$ cat config.mk
export PLATFORM = sky130hd
export DESIGN_NAME = refdly_cal
export DESIGN_NICKNAME = d
export VERILOG_FILES = /design/src/rtl/refdly_pkg.sv /design/src/rtl/refdly_win.sv /design/src/rtl/refdly_runtrk.sv /design/src/rtl/refdly_cal.sv
export SDC_FILE = /design/constraint.sdc
export NUM_CORES = 1
export LEC_CHECK = 0
export BUFFER_PORTS_ARGS = -buffer_cell sky130_fd_sc_hd__buf_2
export CAP_MARGIN = 20
export CORE_AREA = 10 10 146 148
export CTS_BUF_LIST = sky130_fd_sc_hd__clkbuf_16
export DETAILED_ROUTE_END_ITERATION = 7
export DIE_AREA = 0 0 156 158
export RECOVER_POWER = 100
export SLEW_MARGIN = 40
export SYNTH_ARGS = -nofsm -noshare
export SYNTH_HDL_FRONTEND = slang
export SYNTH_SLANG_ARGS = --single-unit
$ cat constraint.sdc
create_clock -name clk -period 4.25 [get_ports clk]
set_clock_uncertainty 0.05 [all_clocks]
set_input_delay 0.425 -clock clk [delete_from_list [all_inputs] [get_ports clk]]
set_output_delay 0.425 -clock clk [all_outputs]
set_load 0.01 [all_outputs]
$ cat src/rtl/refdly_pkg.sv
package refdly_pkg;

   typedef enum logic [3:0] {
      CAL_IDLE,
      CAL_SWEEP_WR,
      CAL_SWEEP_W1,
      CAL_SWEEP_W2,
      CAL_PICK,
      CAL_PHASE_WR,
      CAL_PHASE_WIN,
      CAL_FAIL_WR,
      CAL_END
   } cal_state_e;

   typedef enum logic [1:0] {
      WIN_IDLE,
      WIN_SETTLE,
      WIN_COUNT
   } win_state_e;

endpackage

$ cat src/rtl/refdly_win.sv
module refdly_win
   import refdly_pkg::*;
#(
   parameter  int WIN_LEN = 256,
   parameter  int SETTLE  = 8,
   localparam int CW      = $clog2(WIN_LEN + 1),
   localparam int SW      = $clog2(SETTLE + 2)
) (
   input  logic          clk,
   input  logic          rst_n,
   input  logic          go,
   input  logic          slv,
   input  logic          mst,
   output logic          done,
   output logic [CW-1:0] edges,
   output logic [CW-1:0] misses
);

   win_state_e    st;
   win_state_e    first_ph;
   logic [SW-1:0] scnt;
   logic [CW-1:0] wcnt;
   logic          slv_d;

   generate
      if (SETTLE == 0) begin : g_nosettle
         assign first_ph = WIN_COUNT;
      end else begin : g_settle
         assign first_ph = WIN_SETTLE;
      end
      if (WIN_LEN < 2) begin : g_bad_len
         initial $error("refdly_win: WIN_LEN must be at least 2");
      end
   endgenerate

   always_ff @(posedge clk or negedge rst_n) begin
      if (!rst_n) begin
         st     <= WIN_IDLE;
         scnt   <= '0;
         wcnt   <= '0;
         edges  <= '0;
         misses <= '0;
         done   <= 1'b0;
         slv_d  <= 1'b0;
      end else begin
         slv_d <= slv;
         done  <= 1'b0;
         if (go) begin
            st     <= first_ph;
            scnt   <= '0;
            wcnt   <= '0;
            edges  <= '0;
            misses <= '0;
         end else begin
            case (st)
               WIN_SETTLE: begin
                  if (scnt == SW'(SETTLE - 1)) st <= WIN_COUNT;
                  else                          scnt <= scnt + 1'b1;
               end
               WIN_COUNT: begin
                  if (slv != slv_d) edges  <= edges + 1'b1;
                  if (slv != mst)   misses <= misses + 1'b1;
                  if (wcnt == CW'(WIN_LEN - 1)) begin
                     st   <= WIN_IDLE;
                     done <= 1'b1;
                  end else begin
                     wcnt <= wcnt + 1'b1;
                  end
               end
               default: ;
            endcase
         end
      end
   end

   // a window can never report more transitions than it has cycles
   p_edges_cap_r3: assert property (@(posedge clk) disable iff (!rst_n)
      edges <= CW'(WIN_LEN));

   // a window ends exactly once
   p_done_single_r6: assert property (@(posedge clk) disable iff (!rst_n)
      done |=> !done);

endmodule

$ cat src/rtl/refdly_runtrk.sv
module refdly_runtrk #(
   parameter  int CODE_W = 10,
   localparam int LW     = CODE_W + 1
) (
   input  logic              clk,
   input  logic              rst_n,
   input  logic              clr,
   input  logic              upd,
   input  logic              stable,
   input  logic              at_max,
   input  logic [CODE_W-1:0] code,
   output logic              found,
   output logic [CODE_W-1:0] center
);

   logic [LW-1:0]     run_len, best_len, cand_len;
   logic [CODE_W-1:0] run_lo, best_lo, best_hi, cand_lo, cand_hi;
   logic [LW-1:0]     sum;
   logic              closing;

   always_comb begin
      cand_len = stable ? run_len + 1'b1 : run_len;
      cand_lo  = (stable && run_len == '0) ? code : run_lo;
      cand_hi  = stable ? code : code - 1'b1;
      closing  = !stable || at_max;
   end

   always_ff @(posedge clk or negedge rst_n) begin
      if (!rst_n) begin
         run_len  <= '0;
         run_lo   <= '0;
         best_len <= '0;
         best_lo  <= '0;
         best_hi  <= '0;
      end else if (clr) begin
         run_len  <= '0;
         run_lo   <= '0;
         best_len <= '0;
         best_lo  <= '0;
         best_hi  <= '0;
      end else if (upd) begin
         if (!closing) begin
            run_len <= cand_len;
            run_lo  <= cand_lo;
         end else begin
            run_len <= '0;
            if (cand_len > best_len) begin
               best_len <= cand_len;
               best_lo  <= cand_lo;
               best_hi  <= cand_hi;
            end
         end
      end
   end

   assign sum    = {1'b0, best_lo} + {1'b0, best_hi};
   assign center = sum[LW-1:1];
   assign found  = (best_len != '0);

   // the recorded best run never shrinks within a run
   p_best_mono_r4: assert property (@(posedge clk) disable iff (!rst_n)
      !clr |=> best_len >= $past(best_len));

   // the midpoint lies inside the recorded run
   p_center_inside_r4: assert property (@(posedge clk) disable iff (!rst_n)
      found |-> (center >= best_lo && center <= best_hi));

   // the last code always closes any open run
   p_max_closes_r5: assert property (@(posedge clk) disable iff (!rst_n)
      (upd && at_max && !clr) |=> run_len == '0);

endmodule

$ cat src/rtl/refdly_cal.sv
module refdly_cal
   import refdly_pkg::*;
#(
   parameter  int          CODE_W        = 10,
   parameter  int          MAX_CODE      = 639,
   parameter  int          WIN_LEN       = 256,
   parameter  int          EXP_EDGES     = 128,
   parameter  int          SETTLE        = 8,
   parameter  bit          DRIVE_REF_OUT = 1'b0,
   parameter  int          ADDR_W        = 4,
   parameter  int          DATA_W        = 16,
   parameter  logic [3:0]  CFG_ADDR      = 4'hE,
   localparam int          CW            = $clog2(WIN_LEN + 1)
) (
   input  logic              clk,
   input  logic              rst_n,
   input  logic              start,
   input  logic              slv_dclk,
   input  logic              mst_dclk,
   output logic              wr_en,
   output logic [ADDR_W-1:0] wr_addr,
   output logic [DATA_W-1:0] wr_data,
   output logic              done,
   output logic              err
);

   generate
      if (MAX_CODE < 1 || MAX_CODE >= (1 << CODE_W)) begin : g_bad_max
         initial $error("refdly_cal: MAX_CODE must fit the code field");
      end
      if (CODE_W + 5 > DATA_W) begin : g_bad_field
         initial $error("refdly_cal: code field overlaps the control bits");
      end
      if (EXP_EDGES < 1 || EXP_EDGES > WIN_LEN) begin : g_bad_edges
         initial $error("refdly_cal: EXP_EDGES must lie in 1..WIN_LEN");
      end
   endgenerate

   function automatic logic [DATA_W-1:0] mk_word(input logic [CODE_W-1:0] c,
                                                 input logic [1:0] p);
      logic [DATA_W-1:0] w;
      w                   = '0;
      w[DATA_W-1 -: CODE_W] = c;
      w[4:3]              = p;
      w[2]                = 1'b1;
      w[1]                = !DRIVE_REF_OUT;
      w[0]                = 1'b1;
      return w;
   endfunction

   cal_state_e        st;
   logic [CODE_W-1:0] code;
   logic [1:0]        ph;
   logic              first_ok;
   logic              slv_q, mst_q;
   logic              win_go, win_done;
   logic [CW-1:0]     win_edges, win_misses;
   logic              trk_clr, trk_upd, stable_now, at_max, found;
   logic [CODE_W-1:0] center;
   logic              accept;

   assign wr_addr    = ADDR_W'(CFG_ADDR);
   assign accept     = start && (st == CAL_IDLE || st == CAL_END);
   assign trk_clr    = accept;
   assign trk_upd    = (st == CAL_SWEEP_W2) && win_done;
   assign stable_now = first_ok && (win_edges == CW'(EXP_EDGES));
   assign at_max     = (code == CODE_W'(MAX_CODE));

   always_ff @(posedge clk or negedge rst_n) begin
      if (!rst_n) begin
         slv_q <= 1'b0;
         mst_q <= 1'b0;
      end else begin
         slv_q <= slv_dclk;
         mst_q <= mst_dclk;
      end
   end

   refdly_win #(.WIN_LEN(WIN_LEN), .SETTLE(SETTLE)) i_win (
      .clk    (clk),
      .rst_n  (rst_n),
      .go     (win_go),
      .slv    (slv_q),
      .mst    (mst_q),
      .done   (win_done),
      .edges  (win_edges),
      .misses (win_misses)
   );

   refdly_runtrk #(.CODE_W(CODE_W)) i_trk (
      .clk    (clk),
      .rst_n  (rst_n),
      .clr    (trk_clr),
      .upd    (trk_upd),
      .stable (stable_now),
      .at_max (at_max),
      .code   (code),
      .found  (found),
      .center (center)
   );

   always_ff @(posedge clk or negedge rst_n) begin
      if (!rst_n) begin
         st       <= CAL_IDLE;
         code     <= '0;
         ph       <= '0;
         first_ok <= 1'b0;
         wr_en    <= 1'b0;
         wr_data  <= '0;
         win_go   <= 1'b0;
         done     <= 1'b0;
         err      <= 1'b0;
      end else begin
         wr_en  <= 1'b0;
         win_go <= 1'b0;
         case (st)
            CAL_IDLE, CAL_END: begin
               if (st == CAL_END) done <= 1'b1;
               if (accept) begin
                  code <= '0;
                  ph   <= '0;
                  done <= 1'b0;
                  err  <= 1'b0;
                  st   <= CAL_SWEEP_WR;
               end
            end
            CAL_SWEEP_WR: begin
               wr_en   <= 1'b1;
               wr_data <= mk_word(code, 2'd0);
               win_go  <= 1'b1;
               st      <= CAL_SWEEP_W1;
            end
            CAL_SWEEP_W1: begin
               if (win_done) begin
                  first_ok <= (win_edges == CW'(EXP_EDGES));
                  win_go   <= 1'b1;
                  st       <= CAL_SWEEP_W2;
               end
            end
            CAL_SWEEP_W2: begin
               if (win_done) begin
                  if (at_max) begin
                     st <= CAL_PICK;
                  end else begin
                     code <= code + 1'b1;
                     st   <= CAL_SWEEP_WR;
                  end
               end
            end
            CAL_PICK: begin
               if (found) begin
                  code <= center;
                  ph   <= '0;
                  st   <= CAL_PHASE_WR;
               end else begin
                  st <= CAL_FAIL_WR;
               end
            end
            CAL_PHASE_WR: begin
               wr_en   <= 1'b1;
               wr_data <= mk_word(code, ph);
               win_go  <= 1'b1;
               st      <= CAL_PHASE_WIN;
            end
            CAL_PHASE_WIN: begin
               if (win_done) begin
                  if (win_misses == '0) begin
                     st <= CAL_END;
                  end else if (ph == 2'd3) begin
                     st <= CAL_FAIL_WR;
                  end else begin
                     ph <= ph + 1'b1;
                     st <= CAL_PHASE_WR;
                  end
               end
            end
            CAL_FAIL_WR: begin
               code    <= '0;
               ph      <= '0;
               wr_en   <= 1'b1;
               wr_data <= mk_word('0, 2'd0);
               err     <= 1'b1;
               st      <= CAL_END;
            end
            default: st <= CAL_IDLE;
         endcase
      end
   end

   // no write ever carries a code beyond the top of the sweep
   p_code_cap_r2: assert property (@(posedge clk) disable iff (!rst_n)
      wr_en |-> wr_data[DATA_W-1 -: CODE_W] <= CODE_W'(MAX_CODE));

   // the sweep advances one code per classified step
   p_sweep_step_r2: assert property (@(posedge clk) disable iff (!rst_n)
      (st == CAL_SWEEP_W2 && win_done && !at_max) |=> code == $past(code) + 1'b1);

   // a failed run leaves the delay code at zero
   p_fail_zero_r7: assert property (@(posedge clk) disable iff (!rst_n)
      (st == CAL_END && err) |-> code == '0);

   // once finished, the controller stays silent
   p_quiet_done_r9: assert property (@(posedge clk) disable iff (!rst_n)
      done |-> !wr_en);

endmodule

==> results of run 1 <==
critical path, delay by kind of cell (launching register included):
family                     cells  cell delay, ns
and+or+nand+nor                6            1.57
adders and majority gates      2            0.47
AOI/OAI and AO/OA              2            0.46
DFF                            1            0.42
buffers and inverters          2            0.36
muxes                          1            0.22
xor gates and xnor gates       1            0.18
cell families (layout without fill, tap and decap cells):
family | count (synthesis) | in the layout
adder cells (fa/ha/maj) | 33 | 33
XOR/XNOR | 56 | 56
other | 2 | 5
AO/OA/AOI/OAI | 131 | 131
flip-flops | 123 | 123
AND/OR/NAND/NOR | 249 | 249
multiplexers | 41 | 41
buffers and inverters | 75 | 94
worst paths after layout:
check	from	endpoint	depth (start not counted)	slack, ns
worst min register to register	err	err	1	0.42
max in group asynchronous	rst_n	st[2]	2	0.91
worst min-delay path	slv_dclk	slv_q	1	0.06
min in group asynchronous	rst_n	i_trk.run_lo[3]	2	1.59
worst max register to register	i_win.edges[0]	i_trk.best_len[10]	14	0.35
worst max-delay path	i_win.edges[0]	i_trk.best_len[10]	14	0.35
timing repair:
item / CTS / global route
setup endpoints to repair: 0 / 4
buffers inserted: 0 / 0
hold buffers: 0 / 1
endpoints found under the hold margin: 0 / 25
gates resized for setup: 0 / 1
sequential cells by signal (all words and copies together) (netlist names), 2 cells and up:
signal,cells
i_trk.best_hi,10
i_win.misses,9
i_trk.run_len,11
ph,2
i_trk.run_lo,10
i_trk.best_len,11
wr_data,13
i_win.st,2
i_win.scnt,4
st,4
i_win.wcnt,9
i_trk.best_lo,10
code,10
i_win.edges,9
synth_stat cells (all sizes together), types with 2 or more instances:
cell type,number,share of area
o2111a,3,0.0048
dfrtp,123,0.44
clkbuf,23,0.012
or4b,2,0.0029
a21oi,29,0.021
nand2,50,0.027
nand2b,11,0.0098
nor4b,4,0.0071
nor3b,5,0.0054
a22o,16,0.020
buf,21,0.021
conb,2,0.0011
and3,10,0.0089
o221ai,2,0.0025
o211ai,3,0.0032
ha,32,0.057
xor2,27,0.034
a211oi,18,0.031
a21o,7,0.0075
nor2,93,0.050
o211a,3,0.0043
o22ai,5,0.0045
nand4,13,0.012
xnor2,29,0.036
a32o,2,0.0029
inv,31,0.017
a22oi,2,0.0021
or3,2,0.0018
nand3,16,0.011
o21ai,26,0.019
nor2b,7,0.0062
nor3,14,0.013
nor4,14,0.019
mux2i,41,0.059
nand3b,2,0.0021
a31oi,4,0.0036
power by group through the flow:
stage,sequential [mW],clock [mW],combinational [mW]
2_1_floorplan,1.54,0,0.954
3_3_place_gp,1.66,0,1.14
3_5_place_dp,1.66,0,1.16
4_1_cts,1.65,1.37,1.16
5_1_grt,1.69,1.42,1.29
6_report,1.65,1.34,1.14
metal layers:
metal | GRT usage | wire length (µm) | part of all wire | vias to the layer above
met3 | 0.0309 | 521 | 0.033 | 17
met4 | 0.0432 | 221 | 0.014 | 0
li1 | - | - | - | 2514
met5 | 0 | 0 | 0 | -
met1 | 0.169 | 7280 | 0.46 | 2469
met2 | 0.223 | 7800 | 0.49 | 79
stage by stage:
step	hold WS (ns)	power, mW	instances	instance area (µm²)
5_1_grt	0.0589	4.41	966	7800
2_1_floorplan	0.0794	2.49	713	7020
6_report	0.0597	4.13	966	7800
3_3_place_gp	0.407	2.80	936	7310
3_5_place_dp	0.407	2.82	936	7310
4_1_cts	0.0451	4.19	965	7850
final cells by class:
cell class / instances / area share
Multi-Input combinational cell: 515 / 0.458
Clock inverter: 12 / 0.0141
Clock buffer: 17 / 0.0546
Timing Repair Buffer: 34 / 0.0258
Sequential cell: 123 / 0.395
Tap cell: 234 / 0.0376
Inverter: 31 / 0.0149
==> out/metrics.yaml, run 1 <==
timing:
  relSlewSlack: -0.930
  period_share: 0.919
  fin_ws_ns: 0.346
  slew_viol_final: 74
  finalSetupTns_ns: 0
  period_needed_ns: 3.90
  maxClockFrequency_mhz: 256
  setup_viol: 0
  hold_violations: 0
  rsz0062_at_grt: "no"
  worst_slew_pin_slew_ns: 2.90
setup_path:
  worstPathMaxFanout: 49
  startpoint_type: "register"
  crit_type: "register to register"
  path_cells: "inv_1 > ha_1 > or4b_2 > nor4_4 > nand3_1 > xnor2_1 > ha_1 > nand3_1 > a2111oi_0 > a211oi_1 > nor4_4 > buf_12 > mux2i_1 > nor2_1"
  max_stage_delay_ns: 0.68
  slowest_stage: "or4b_2"
  worstSetupEndpointType: "register"
  cp_data_required_time_ns: 4.48
  crit_arrival_ns: 4.13
layout:
  final_common_cell: "dfrtp_1"
  multiInputGateArea_um2: 3570
  synthToLayoutAreaGrowth_pct: 11.2
  layout.area.seq_um2: 3080
  drive_above_1_share: 0.0806
  n_fill_cell: 1791
  diodes: 0
  final_util: 0.422
  mostFrequentLayoutCells: "dfrtp_1, nor2_1, nand2_1, mux2i_1"
  final_nets: 760
synthesis:
  synthXorXnorAreaFrac: 0.0700
  avgSynthCellArea_um2: 9.87
  ys_seq_elements: 123
  synthFlopType: "dfrtp_1"
  synthCells: 710
  async_flop_share: 1.00
  synth_top_family_by_area: "simple AND/OR/NAND/NOR gates"
  synth-simple-area-share: 0.183
  synth_edf_count: 0
  mappedNetlistArea_um2: 7010
  synthAdderAreaFrac: 0.0600
  ys_seq_area_frac: 0.439
  synth.yosys.warnings: 0
  synth_compound_area_frac: 0.139
  ys_types: 62
  yosys-mux-area-fraction: 0.0585
route:
  drcViolationCount: 0
  num_vias: 5079
  totalWireLength_um: 15800
  drt_iter0_drc: 361
  ant_nets: 0
  via_per_inst: 5.26
  drt_pass1_iterations: 4
  avgRoutedWirePerCell_um: 16.4
clocking:
  ctsLongestPathBuffers: 2
  clock_latency_ns: 0.42
  numCtsBuffers: 17
  h-tree-depth: 4
  root_buffer: "clkbuf_16"
  cts_tree: "yes"
  clkTransAtPathRegs_ns: 0.05
  cts.sinks: 123
global_routing:
  antenna_found_initial: 0
  grt_max_degree: 64
  grt_pass1_vias: 5034
  grt_overflow_total: 0
  grt_pass1_wl_um: 26800
  grt_usage: 0.134
die:
  die_area_um2: 24600
  die_h_um: 158
  rows: 50
  core_um2: 18500
  start_util: 0.380
  num_io_pins: 28
  die_w_um: 156
outcome:
  status: "finished, violations left"
  violations: "max-capacitance violations, max-slew violations"
place:
  dp_slack_ns: 0.416
  gp_congestion: 0.834
  io_buffer_count: 22
  hpwl_um: 10800
power:
  p_comb_frac: 0.275
  intPower_mw: 2.67
  p_sw_mw: 1.46
  power_frac_clock: 0.325
  vdd_drop_max_mv: 0.298
  power.share.sequential: 0.400
  power.density_nw_per_um2: 530
  swShare: 0.353
  p_leak_nw: 3.50
worst_hold_path:
  min_path_type: "input pin to register"
run:
  max_cap_viol_count: 2
Power figures use the tool's default switching activity.
==> inputs of run 2 (changes only) <==
CORE_AREA = 10 10 148 150   (was 10 10 146 148)
DIE_AREA = 0 0 158 160   (was 0 0 156 158)
SYNTH_HIERARCHICAL = 1   (was default)
==> out/metrics.yaml, run 2 <==
outcome:
  status: "finished, violations left"
  violations: "max-capacitance violations, max-slew violations"
die:
  die_area_um2: 25300  # +2.6%
  num_io_pins: 28  # unchanged
  start_util: 0.382  # +0.00259
  die_w_um: 158  # +1.3%
  die_h_um: 160  # +1.3%
  rows: 51  # +2.0%
  core_um2: 19100  # +3.4%
timing:
  setup_viol: 0  # unchanged
  worst_slew_pin_slew_ns: 1.78  # -1.12 ns
  period_needed_ns: 3.86  # -0.0472 ns
  hold_violations: 0  # unchanged
  relSlewSlack: -0.184  # +0.747
  finalSetupTns_ns: 0  # unchanged
  period_share: 0.908  # -0.0111
  maxClockFrequency_mhz: 259  # +1.2%
  slew_viol_final: 101  # +36%
  rsz0062_at_grt: "no"
route:
  avgRoutedWirePerCell_um: 16.4  # -0.17%
  drt_pass1_iterations: 4  # unchanged
  drt_iter0_drc: 441  # +22%
  ant_nets: 0  # unchanged
  num_vias: 5790  # +14%
  via_per_inst: 5.61  # +6.7%
  drcViolationCount: 0  # unchanged
  totalWireLength_um: 16900  # +6.7%
synthesis:
  ys_seq_elements: 123  # unchanged
  mappedNetlistArea_um2: 7300  # +4.1%
  yosys.area.top_type: "dfrtp_1"
  async_flop_share: 1.00  # unchanged
  ys_seq_area_frac: 0.422  # -0.0172
  synthXorXnorAreaFrac: 0.0336  # -0.0364
  synthAdderAreaFrac: 0.0542  # -0.00578
  yosys-mux-area-fraction: 0.0331  # -0.0254
  avgSynthCellArea_um2: 9.44  # -4.4%
  synth_top_area_share: 0.422  # -0.0172
  ys_types: 74  # +19%
  synthFlopType: "dfrtp_1"
  synth_edf_count: 0  # unchanged
  synthTopCellsByCount: "dfrtp_1, a21oi_1, nor2_1, inv_1, o21ai_0"
  synth.yosys.warnings: 6  # +6
  synth_top_family_by_area: "compound AO/OA/AOI/OAI gates"
  synth_compound_area_frac: 0.205  # +0.0659
  synth.top_cells.by_area: "dfrtp_1, ha_1, a21oi_1, a311oi_1, nor2_1"
  synthCells: 773  # +8.9%
  synth-simple-area-share: 0.194  # +0.0108
  synth.most_common_cell: "dfrtp_1"
layout:
  mostFrequentLayoutCells: "dfrtp_1, a21oi_1, nor2_1, inv_1, o21ai_0"
  final_util: 0.426  # +0.00310
  final_common_cell: "dfrtp_1"
  max_flop_register: "wr_data"
  synthToLayoutAreaGrowth_pct: 11.3  # about the same
  drive_above_1_share: 0.0806  # about the same
  diodes: 0  # unchanged
  largest_registers: "wr_data (13), i_trk/best_len (11), i_trk/run_len (11)"
  final_nets: 820  # +7.9%
  largest_reg_flops: 13  # unchanged
setup_path:
  r2r-end: "i_trk/best_hi[7]"
  reg2reg_slack_ns: 0.39  # +0.05 ns
  rr_startpoint: "i_win/edges[2]"
  startpoint_type: "register"
  crit_type: "register to register"
  worstSetupEndpointType: "register"
  crit_arrival_ns: 4.11  # -0.02 ns
  cp_data_required_time_ns: 4.50  # +0.02 ns
  critPathLaunch: "i_win/edges[2]"
  worstPathMaxFanout: 51  # +4.1%
  endpoint: "i_trk/best_hi[7]"
  r2r_cells: 15  # +1
power:
  power_frac_clock: 0.319  # -0.006
  p_comb_frac: 0.326  # +0.051
  swShare: 0.361  # +0.00741
  finalPower_mw: 4.39  # +6.3%
  vdd_drop_max_mv: 0.347  # +17%
  p_sw_mw: 1.58  # +8.5%
  p_leak_nw: 3.45  # -1.4%
  power.share.sequential: 0.355  # -0.045
  power.density_nw_per_um2: 541  # +2.1%
  intPower_mw: 2.81  # +5.1%
clocking:
  root_buffer: "clkbuf_16"
  h-tree-depth: 4  # unchanged
  cts.sinks: 123  # unchanged
  ctsLongestPathBuffers: 2  # unchanged
  clkTransAtPathRegs_ns: 0.05  # about the same
  cts_tree: "yes"
  numCtsBuffers: 17  # unchanged
  clock_latency_ns: 0.42  # about the same
global_routing:
  antenna_found_initial: 0  # unchanged
  grt_pass1_vias: 5609  # +11%
  grt_max_degree: 70  # +9.4%
  grt_pass1_wl_um: 28800  # +7.6%
  grt_usage: 0.139  # +0.00493
  grt_overflow_total: 0  # unchanged
run:
  max_cap_viol_count: 2  # unchanged
place:
  hpwl_um: 11500  # +6.3%
  gp_congestion: 0.801  # -3.9%
  io_buffer_count: 22  # unchanged
worst_hold_path:
  min_path_type: "input pin to register"
==> run 2: cell families after synthesis <==
group	after synthesis
simple gates	251
compound gates	224
flops	123
buf+inv	92
fa+ha+maj	31
xor+xnor	28
mux	22
other cells	2
==> run 2: worst max-delay path, cell delays in order, from the launching register on <==
cell	delay, ns
dfrtp_1	0.41
nor4_1	0.27
nand3b_1	0.10
nor4_1	0.24
and2_1	0.19
buf_4	0.19
and3_1	0.25
nand2_1	0.09
xor2_1	0.27
inv_1	0.08
ha_1	0.31
and3_1	0.17
o21ai_0	0.35
nand3_4	0.22
buf_12	0.25
a311oi_1	0.29
==> run 2: repair_timing <==
| item | in CTS | in global routing |
|---|---|---|
| endpoints found under the setup margin | 0 | 15 |
| hold buffers | 1 | 0 |
| hold endpoints to repair | 21 | 0 |
| buffers inserted | 0 | 0 |
| gates resized for setup | 0 | 2 |
==> run 2: metal layers <==
metal  track usage  up-vias  wire length, µm
met5             0        -                0
met3        0.0309       12              486
met4        0.0472        0              185
li1              -     2876                -
met1         0.184     2822             7940
met2         0.218       80             8270
==> run 2: layout make-up <==
type / count / area [µm²]
clock buffers: 17 / 425
flip-flops and latches: 123 / 3080
repair buffers: 39 / 218
inverters: 42 / 158
well taps: 238 / 298
multi-input cells: 561 / 3810
clock inverters: 12 / 134
fillers: 1882 / 11000
==> run 2: worst min path at each step <==
stage	slack, ns	cells after the start	startpoint	end
after global routing	0.05	1	slv_dclk	slv_q
after global placement	0.44	1	wr_data[2]	wr_data[2]
after floorplan	0.08	0	rst_n	code[0]
after detailed placement	0.43	1	rst_n	i_trk/run_lo[9]
final	0.07	1	mst_dclk	mst_q
after CTS	0.05	1	slv_dclk	slv_q
==> run 2: power by group through the flow <==
stage               registers, mW  clock network [mW]  logic (mW)
floorplan                    1.51                   0        1.17
global placement             1.58                   0        1.44
detailed placement           1.57                   0        1.46
CTS                          1.56                1.44        1.47
global route                 1.59                1.49        1.62
finish                       1.56                1.40        1.43
==> run 2: through the flow <==
step / worst slack [ns] / hold slack (ns) / instance area (µm²) / std cells
final: 0.393 / 0.0686 / 8120 / 1032
after global routing: 0.00938 / 0.0456 / 8120 / 1032
after CTS: 0.306 / 0.0492 / 8180 / 1031
after detailed placement: 0.336 / 0.434 / 7610 / 1001
after global placement: 0.417 / 0.435 / 7610 / 1001
after floorplan: 0.695 / 0.0794 / 7310 / 776
==> inputs of run 3 (changes only) <==
CORE_AREA = 10 10 119 121   (was 10 10 148 150)
DIE_AREA = 0 0 129 131   (was 0 0 158 160)
PLACE_DENSITY = 0.8   (was default)
==> out/metrics.yaml, run 3 (synthesized netlist as in run 2, its figures left out) <==
route:
  drt_iter0_drc: 714  # +62%
  drcViolationCount: 0  # unchanged
  dr_wl_met2_um: 8730  # +5.5%
  num_vias: 6167  # +6.5%
  avgRoutedWirePerCell_um: 18.8  # +15%
  via_per_inst: 6.59  # +17%
  totalWireLength_um: 17600  # +4.3%
  ant_nets: 0  # unchanged
  dr.max_layer_used: "met4"
  met3WireLength_um: 1120  # +130%
  drt_pass1_iterations: 5  # +1
  wl_met1_um: 7430  # -6.4%
timing:
  setup_viol: 0  # unchanged
  fin_hold_ws_ns: 0.0543  # -0.0143 ns
  period_needed_ns: 3.91  # +0.0477 ns
  period_share: 0.919  # +0.0112
  worst_slew_pin_slew_ns: 3.45  # +1.68 ns
  maxClockFrequency_mhz: 256  # -1.2%
  slew_viol_final: 76  # -25%
  fin_ws_ns: 0.345  # -0.0477 ns
  finalSetupTns_ns: 0  # unchanged
  hold_violations: 0  # unchanged
  relSlewSlack: -1.30  # -1.12
global_routing:
  grt_overflow_total: 0  # unchanged
  grt_pass1_vias: 6038  # +7.6%
  grt_usage: 0.213  # +0.0745
  grt_max_degree: 77  # +10%
  grt_pass1_wl_um: 29300  # +1.6%
  antenna_found_initial: 0  # unchanged
layout:
  drive_above_1_share: 0.0875  # +0.00685
  largest_registers: "wr_data (13), i_trk/best_len (11), i_trk/run_len (11)"
  final_common_cell: "dfrtp_1"
  largest_reg_flops: 13  # unchanged
  fin_cells: 936  # -9.3%
  diodes: 0  # unchanged
  layout.area.seq_um2: 3080  # unchanged
  max_flop_register: "wr_data"
  mostFrequentLayoutCells: "dfrtp_1, a21oi_1, nor2_1, inv_1, o21ai_0"
  multiInputGateArea_um2: 3810  # about the same
  final_nets: 812  # -0.98%
  n_fill_cell: 931  # -51%
  synthToLayoutAreaGrowth_pct: 10.1
die:
  die_w_um: 129  # -18%
  rows: 40  # -22%
  num_io_pins: 28  # unchanged
  core_um2: 11800  # -38%
  die_area_um2: 16900  # -33%
  die_h_um: 131  # -18%
  start_util: 0.618  # +0.235
setup_path:
  worstSetupEndpointType: "register"
  max_stage_delay_ns: 0.45  # +0.04 ns
  crit_arrival_ns: 4.17  # +0.06 ns
  slowest_stage: "dfrtp_1"
  path_cells: "nor4_1 > nand3b_1 > nor4_1 > and2_1 > nand4_1 > nor2_2 > nand3_1 > xor2_2 > inv_1 > ha_1 > nand4_1 > a211oi_4 > buf_12 > a21oi_1 > a311oi_1"
  crit_type: "register to register"
  startpoint_type: "register"
  cp_data_required_time_ns: 4.51  # about the same
  worstPathMaxFanout: 45  # -12%
clocking:
  cts_resized: 0  # unchanged
  cts_tree: "yes"
  ctsHoldBuffers: 0  # -1
  clock_latency_ns: 0.43  # about the same
  root_buffer: "clkbuf_16"
  cts_setup_buffers: 0  # unchanged
  numCtsBuffers: 17  # unchanged
  clkTransAtPathRegs_ns: 0.06  # about the same
  cts.sinks: 123  # unchanged
  ctsLongestPathBuffers: 2  # unchanged
  h-tree-depth: 4  # unchanged
place:
  gp_congestion: 0.871  # +8.7%
  hpwl_um: 11600  # +0.33%
  dp_slack_ns: 0.279  # -0.0573 ns
  io_buffer_count: 22  # unchanged
  dp.cells: 903  # -9.8%
worst_hold_path:
  min_path_type: "input pin to register"
power:
  power.share.sequential: 0.352  # -0.003
  vdd_drop_max_mv: 0.398  # +14%
  p_sw_mw: 1.70  # +7.1%
  finalPower_mw: 4.57  # +4.1%
  power.density_nw_per_um2: 569  # +5.2%
  p_comb_frac: 0.312  # -0.014
  intPower_mw: 2.88  # +2.4%
  power_frac_clock: 0.336  # +0.017
  swShare: 0.371  # +0.0103
  p_leak_nw: 3.46  # +0.34%
outcome:
  violations: "max-capacitance violations, max-slew violations"
  status: "finished, violations left"
run:
  max_cap_viol_count: 1  # -1
==> run 3: final timing paths <==
kind / startpoint / endpoint / slack [ns] / cells after the start
setup / recovery: i_win/edges[4] / i_trk/best_hi[2] / 0.34 / 15
hold / removal: mst_dclk / mst_q / 0.05 / 1
setup reg to reg: i_win/edges[4] / i_trk/best_hi[2] / 0.34 / 15
hold reg to reg: err / err / 0.45 / 1
max in group asynchronous: rst_n / code[0] / 0.93 / 1
min in group asynchronous: rst_n / i_win/edges[4] / 1.26 / 1
==> run 3: routing by layer <==
layer,GRT usage,vias to the layer above
li1,-,2866
met1,0.268,3003
met2,0.352,260
met3,0.0451,38
met4,0.0896,0
met5,0,-
==> run 3: area by class of cell <==
class	instances	share of cell area
Multi-Input combinational cell	561	0.474
Clock buffer	17	0.0530
Timing Repair Buffer	31	0.0224
Sequential cell	123	0.383
Tap cell	147	0.0229
Inverter	42	0.0196
Clock inverter	15	0.0248
==> run 3: critical path: cells and delay by family, from the launching register on <==
kind	cells	cell delay, ns
AO/OA/AOI/OAI	3	0.75
XOR/XNOR	1	0.21
adder cells (fa/ha/maj)	1	0.32
buffers and inverters	2	0.34
flip-flops	1	0.45
AND/OR/NAND/NOR	8	1.66
==> run 3: stage by stage <==
stage          area [µm²]  utilization
6_report             8030        0.680
3_5_place_dp         7440        0.630
4_1_cts              8070        0.683
2_1_floorplan        7310            -
3_3_place_gp         7440        0.630
5_1_grt              8030        0.680
==> run 3: power by group through the flow <==
| stage | Clock [mW] | Combinational [mW] | Sequential, mW |
|---|---|---|---|
| after floorplan | 0 | 1.17 | 1.51 |
| after global placement | 0 | 1.34 | 1.61 |
| after detailed placement | 0 | 1.40 | 1.62 |
| after CTS | 1.55 | 1.43 | 1.60 |
| after global routing | 1.61 | 1.58 | 1.64 |
| final | 1.54 | 1.43 | 1.61 |
